--- config.mk ---
export PLATFORM = sky130hd
export DESIGN_NAME = pwm_prescaled_gen
export DESIGN_NICKNAME = d
export VERILOG_FILES = /design/src/rtl/pwm_pkg.sv /design/src/rtl/pwm_cfg_reg.sv /design/src/rtl/pwm_prescaler.sv /design/src/rtl/pwm_phase.sv /design/src/rtl/pwm_prescaled_gen.sv
export SDC_FILE = /design/constraint.sdc
export NUM_CORES = 1
export LEC_CHECK = 0
export BUFFER_PORTS_ARGS = -buffer_cell sky130_fd_sc_hd__buf_2
export CORE_UTILIZATION = 50
export CTS_CLUSTER_DIAMETER = 60
export DETAILED_ROUTE_END_ITERATION = 8
export PLACE_DENSITY = 0.76
export SLEW_MARGIN = 0
export SYNTH_ARGS = -nofsm -noshare
export SYNTH_HDL_FRONTEND = slang
export SYNTH_SLANG_ARGS = --single-unit
--- constraint.sdc ---
create_clock -name clk -period 3.53 [get_ports clk]
set_clock_uncertainty 0.15 [all_clocks]
set_input_delay 0.1765 -clock clk [delete_from_list [all_inputs] [get_ports clk]]
set_output_delay 0.1765 -clock clk [all_outputs]
set_load 0.02 [all_outputs]
--- src/rtl/pwm_pkg.sv ---
package pwm_pkg;
  // Field widths
  localparam int DIV_W   = 13;
  localparam int WIDTH_W = 8;

  // Bit positions in the control word
  localparam int DIV_LSB   = 0;
  localparam int WIDTH_LSB = 16;
  localparam int FULL_BIT  = 24;
  localparam int EN_BIT    = 31;

  typedef struct packed {
    logic               en;
    logic               full;
    logic [WIDTH_W-1:0] width;
    logic [DIV_W-1:0]   div;
  } pwm_cfg_t;

  // Split a raw 32-bit word into its fields
  function automatic pwm_cfg_t unpack_cfg(input logic [31:0] w);
    pwm_cfg_t c;
    c.en    = w[EN_BIT];
    c.full  = w[FULL_BIT];
    c.width = w[WIDTH_LSB +: WIDTH_W];
    c.div   = w[DIV_LSB +: DIV_W];
    return c;
  endfunction

  // Rebuild the 32-bit word; reserved bits come out as zero
  function automatic logic [31:0] pack_cfg(input pwm_cfg_t c);
    logic [31:0] w;
    w = '0;
    w[EN_BIT]                 = c.en;
    w[FULL_BIT]               = c.full;
    w[WIDTH_LSB +: WIDTH_W]   = c.width;
    w[DIV_LSB +: DIV_W]       = c.div;
    return w;
  endfunction

  // Output level for a given phase and configuration
  function automatic logic level_of(input pwm_cfg_t c, input logic [WIDTH_W-1:0] ph);
    return c.en && (c.full || (ph < c.width));
  endfunction
endpackage

--- src/rtl/pwm_cfg_reg.sv ---
module pwm_cfg_reg
  import pwm_pkg::*;
(
  input  logic        clk,
  input  logic        rst,
  input  logic        we,
  input  logic [31:0] wdata,
  output pwm_cfg_t    cfg
);
  always_ff @(posedge clk) begin
    if (rst)     cfg <= '0;
    else if (we) cfg <= unpack_cfg(wdata);
  end


  reset_clears_cfg_chk: assert property (@(posedge clk) rst |=> (cfg == '0));
endmodule

--- src/rtl/pwm_prescaler.sv ---
module pwm_prescaler #(
  parameter int DIV_W = 13
) (
  input  logic             clk,
  input  logic             rst,
  input  logic             clear,
  input  logic [DIV_W-1:0] div,
  output logic             tick,
  output logic [DIV_W-1:0] cnt
);
  logic at_end;
  assign at_end = (cnt >= div);
  assign tick   = !clear && at_end;

  always_ff @(posedge clk) begin
    if (rst || clear)   cnt <= '0;
    else if (at_end)    cnt <= '0;
    else                cnt <= cnt + 1'b1;
  end


  cnt_in_range_chk: assert property (@(posedge clk) disable iff (rst)
    !clear |-> (cnt <= div));
endmodule

--- src/rtl/pwm_phase.sv ---
module pwm_phase #(
  parameter int PH_W = 8
) (
  input  logic            clk,
  input  logic            rst,
  input  logic            clear,
  input  logic            tick,
  output logic [PH_W-1:0] phase
);
  always_ff @(posedge clk) begin
    if (rst || clear) phase <= '0;
    else if (tick)    phase <= phase + 1'b1;
  end


  phase_holds_chk: assert property (@(posedge clk) disable iff (rst)
    (!tick && !clear) |=> $stable(phase));
endmodule

--- src/rtl/pwm_prescaled_gen.sv ---
module pwm_prescaled_gen
  import pwm_pkg::*;
(
  input  logic        clk,
  input  logic        rst,
  input  logic        cfg_we,
  input  logic [31:0] cfg_wdata,
  output logic [31:0] cfg_rdata,
  output logic        pwm_out
);
  pwm_cfg_t           cfg;
  logic               restart;
  logic               tick;
  logic [DIV_W-1:0]   pre_cnt;
  logic [WIDTH_W-1:0] phase;

  // Counters are held at zero while disabled and on any write
  assign restart = cfg_we || !cfg.en;

  pwm_cfg_reg u_cfg (
    .clk(clk), .rst(rst), .we(cfg_we), .wdata(cfg_wdata), .cfg(cfg)
  );

  pwm_prescaler #(.DIV_W(DIV_W)) u_pre (
    .clk(clk), .rst(rst), .clear(restart), .div(cfg.div),
    .tick(tick), .cnt(pre_cnt)
  );

  pwm_phase #(.PH_W(WIDTH_W)) u_ph (
    .clk(clk), .rst(rst), .clear(restart), .tick(tick), .phase(phase)
  );

  assign cfg_rdata = pack_cfg(cfg);
  assign pwm_out   = level_of(cfg, phase);


  write_restarts_chk: assert property (@(posedge clk) disable iff (rst)
    cfg_we |=> (phase == '0 && pre_cnt == '0));

  off_is_low_chk: assert property (@(posedge clk) disable iff (rst)
    !cfg_rdata[EN_BIT] |-> !pwm_out);

  full_is_high_chk: assert property (@(posedge clk) disable iff (rst)
    (cfg_rdata[EN_BIT] && cfg_rdata[FULL_BIT]) |-> pwm_out);

  zero_width_low_chk: assert property (@(posedge clk) disable iff (rst)
    (!cfg_rdata[FULL_BIT] && cfg_rdata[WIDTH_LSB +: WIDTH_W] == '0) |-> !pwm_out);

  disable_write_chk: assert property (@(posedge clk) disable iff (rst)
    (cfg_we && !cfg_wdata[EN_BIT]) |=> !pwm_out);
endmodule

## After elaboration in Yosys (flattened, before gate mapping)

Index checks and enable logic that the tools add are counted.

| word-level totals | value |
|---|---|
| bits in registers | 44 |

| operators by class | value |
|---|---|
| add/sub/neg operators | 2 |
| $lt $le $gt $ge | 2 |
| reductions and logical operators | 8 |

Operators with widths:

| cell | number |
|---|---|
| 13-bit by 1-bit adder with 13-bit output (second input constant) | 1 |
| 13-bit >= comparator | 1 |
| 8-bit by 1-bit adder with 8-bit output (second input constant) | 1 |
| 8-bit < comparator | 1 |
| 1-bit logical OR | 3 |
| 1-bit logical AND | 2 |
| 1-bit zero test | 2 |
| 2-bit OR reduction | 1 |

## Depth between registers and ports, before layout

| depth | value |
|---|---|
| word-level depth | 4 |
| depth in mapped cells | 10 |

## Modules after synthesis

A second synthesis with hierarchy kept.

| unflattened totals | value |
|---|---|
| cell total of the unflattened synthesis | 261 |
| area total of the unflattened synthesis | 2,421.1 µm² |

By module, submodules not included:

| module | times used | cells an instance | area each (µm²) |
|---|---|---|---|
| pwm_prescaler | 1 | 113 | 972.2 |
| pwm_cfg_reg | 1 | 74 | 835.8 |
| pwm_phase | 1 | 38 | 345.3 |
| pwm_prescaled_gen | 1 | 36 | 267.8 |

## Worst setup path after synthesis

OpenSTA, ideal clock, no wires.

| timing path | value |
|---|---|
| kind | flip-flop to flip-flop |
| from | register u_cfg.cfg[3] (netlist name) |
| to | register u_pre.cnt[10] |
| setup time | 0.064 ns |
| data arrival time | 1.827 ns |
| required time | 3.316 ns |
| path slack | 1.489 ns |
| stages on the path, launching flop included | 11 |
| path buffers | 2 |
| cells stage by stage | dfxtp_1 -> inv_1 -> ha_1 -> a21o_1 -> a21oi_1 -> o21ai_1 -> a21oi_2 -> buf_4 -> nand2_2 -> buf_6 -> nor2_1 |

| between the ends | value |
|---|---|
| longest elaborated chain between the ends | 2 |

Ends and longest elaborated chain:

| element | RTL line | source |
|---|---|---|
| 13-bit >= comparator | pwm_prescaler.sv:12 | `assign at_end = (cnt >= div);` |
| 2-bit OR reduction (no line) | - |  |
| to (signal assigned) | pwm_prescaler.sv:18 | `else cnt <= cnt + 1'b1;` |
| to (decl) | pwm_prescaler.sv:9 | `output logic [DIV_W-1:0] cnt` |

No other way between the ends.
A chain may end at the register's enable or synchronous reset.

## Worst setup path after layout

| timing path | value |
|---|---|
| from | register u_pre.cnt[0] |
| to | register u_pre.cnt[12] |

| between the ends | value |
|---|---|
| longest elaborated chain between the ends | 2 |
| elaborated cells on any way between the ends | 3 |
| those cells by class | add/sub: 1; order compare: 1; reduce/logical: 1 |

Ends and longest elaborated chain:

| element | RTL line |
|---|---|
| 13-bit >= comparator | pwm_prescaler.sv:12 |
| 2-bit OR reduction (no line) | - |

Parallel ways exist; a longest one is shown, timed or not.

==> metrics.md <==
| Metric | Value |
|---|---|
| Die Height | `69.3 µm` |
| Pin count of the biggest net entering global routing | `26` |
| # clock sinks | `44` |
| H-tree depth | `2` |
| Area Overhead vs Synth | `25.7%` |
| EDFF count, synth | `0` |
| R2r endpoint | `u_pre.cnt[12]` |
| HP Class | `primary input to register` |
| GR Util met2 | `34.1%` |
| Post-Route WL | `4470 µm` |
| Final setup fails | `0` |
| CTS clock-pin slew for the worst setup and hold paths | `0.09 ns` |
| Antenna violations before repair | `0` |
| Maxcap violations | `0` |
| Post-Synth Adder-Cell Area | `12.2%` |
| Die Area | `4800 µm²` |
| Routability cong. | `0.732` |
| Dpl hpwl | `3050 µm` |
| Synth Area in Simple Gates | `17.1%` |
| Gr ovfl total | `0` |
| Via count | `1,876` |
| Final hold vios | `0` |
| PwrDens | `386 nW/µm²` |
| Placeable core region | `4350 µm²` |
| I/O pins | `68` |
| Worst-Margin Slew | `0.739 ns` |
| Hold buffer count at cts | `23` |
| R2R cell count | `8` |
| Setup bufs post-CTS | `0` |
| Vias in the first global route | `1,809` |
| Num CTS Buffers | `5` |
| Register area share after synthesis | `38.9%` |
| Root buffer selected by CTS | `clkbuf_8` |
| Post-route clock period utilization | `66.3%` |
| WL/cell | `11.9 µm` |
| Element type at the critical path end | `register` |
| Met1 GRT Util | `24.3%` |
| Via-per-instance ratio | `4.99` |
| Starting Density | `52.0%` |
| Crit path from | `u_pre.cnt[0]` |
| Avg Inst Size Synth | `8.91 µm²` |
| Cell count after synthesis | `254` |
| Critical path class | `register to register` |
| Startpoint class of the critical path | `register` |
| Post-synthesis compound-gate area fraction | `8.02%` |
| Most frequent cells in the layout | `buf_2 (49), dfxtp_1 (44), nor2_1 (40)` |
| Min Tclk post-route | `2.34 ns` |
| RSZ-0062 raised after global routing | `no` |
| PortBufs | `49` |
| Grt peak-use layer | `met2` |
| CTS Buffer Depth | `2` |
| Slew Viols, Final | `0` |
| Main combinational cell family by area after synthesis | `simple AND/OR/NAND/NOR gates` |
| Post-CTS resize count | `0` |
| Warnings, synthesis | `0` |
| Most common cell after layout, fill and taps aside | `buf_2` |
| Share of layout cells above drive strength 1 | `18.8%` |
| R2R setup slack | `1.19 ns` |
| # DRC | `0` |
| Post-synthesis mux area share | `10.2%` |
| Skew-Pair Late Insertion Delay | `0.30 ns` |
| Outcome | `finished, final reports clean` |
| Die W | `69.3 µm` |
| Crit path to | `u_pre.cnt[12]` |
| Async SR Flop Fraction | `0%` |
| Max-Slew Margin vs Limit | `50.8%` |
| Synthesized area | `2260 µm²` |
| First-pass DRT Iterations | `4` |
| Post-synthesis xor/xnor area fraction | `4.65%` |
| First-pass GRT wire length | `7870 µm` |
| Critical Path RT | `3.62 ns` |
| Distinct cell type count after synthesis | `33` |
| #FFs+latches synth | `44` |
| Leak | `0.00133 µW` |
| CP arrival | `2.43 ns` |
| Final Net Count | `380` |
| CTS tree | `yes` |
| Fin Setup TNS | `0 ns` |
| DRT iter0 DRCs | `76` |
| Met3 usage | `4.80%` |
| Tot GR Track Use | `20.1%` |
| Max FO, Critical Path | `16` |
| Max rail drop VDD | `227 µV` |
| Routed Antenna Nets | `0` |
| Ant. Diodes | `0` |
| Rows | `24` |
| Reg2reg start | `u_pre.cnt[0]` |
| Final core occ | `65.3%` |
| Synth Flop Type | `dfxtp_1` |
| Fmax | `0.428 GHz` |
## synthesized netlist by cell type, types with 3 or more instances
cell,count,area (µm²)
dfxtp_1,44,881
nand2b_1,3,18.8
nand2_1,5,18.8
o21ai_0,7,35.0
xor2_1,9,78.8
or3_1,5,31.3
and3_1,6,37.5
inv_1,22,82.6
nand3_1,12,60.1
xnor2_1,3,26.3
ha_1,22,275
clkbuf_1,3,11.3
buf_4,10,75.1
mux2i_1,23,230
a21oi_1,16,80.1
buf_2,3,15.0
nor2_1,40,150
## registers in the layout, summed over array words and instances (netlist names)
register    count
u_cfg.cfg      23
u_pre.cnt      13
u_ph.phase      8
## layer usage
metal / share of wire, % / up-vias
met5: 0 / -
met2: 47 / 52
li1: - / 971
met3: 4.2 / 8
met1: 47 / 845
met4: 1.9 / 0
## power breakdown
group	total [µW]	switching [µW]	internal, µW	leakage, µW
clock	423	173	250	0.0000645
combinational	151	84.6	66.7	0.000907
sequential	523	11.3	512	0.000359
## per-stage QoR
stage	hold WS [ns]	instances	cell area, µm²	total power [µW]	setup WS (ns)
CTS	0.164	376	2840	1110	1.17
global route	0.176	376	2840	1140	0.953
floorplan	0.170	262	2290	634	1.49
finish	0.160	376	2840	1100	1.19
global placement	0.257	345	2490	662	1.26
detailed placement	0.267	345	2490	666	1.19
## cell families (layout without fill, tap and decap cells)
| group | count (synthesis) | in the layout |
|---|---|---|
| AOI/OAI and AO/OA | 32 | 32 |
| xor gates and xnor gates | 12 | 12 |
| adders and majority gates | 22 | 22 |
| buffers and inverters | 40 | 102 |
| DFF | 44 | 44 |
| muxes | 23 | 23 |
| other | 1 | 9 |
| and+or+nand+nor | 80 | 80 |
## critical path, cell delays in order, from the launching register on
cell	delay [ns]
dfxtp_1	0.43
inv_1	0.07
ha_1	0.27
nand2b_1	0.14
a21oi_1	0.15
o21ai_1	0.13
a21oi_2	0.51
nand2_2	0.29
nor2_1	0.16
## area by class of cell
type / count / area (µm²)
fill: 365 / 1510
multi-input combinational: 178 / 1210
inverter: 22 / 82.6
tap: 52 / 65.1
timing repair buffer: 72 / 475
sequential: 44 / 881
clock buffer: 7 / 96.3
clock inverter: 1 / 30.0
## worst min path at each step
stage,depth (start not counted),to,start
floorplan,2,u_cfg.cfg[22],cfg_wdata[31]
global placement,3,u_cfg.cfg[7],cfg_wdata[7]
detailed placement,3,u_cfg.cfg[22],cfg_wdata[31]
CTS,2,u_cfg.cfg[4],rst
global route,2,u_cfg.cfg[10],rst
finish,2,u_cfg.cfg[10],rst
No activity file was read; power rests on OpenSTA's default activity.
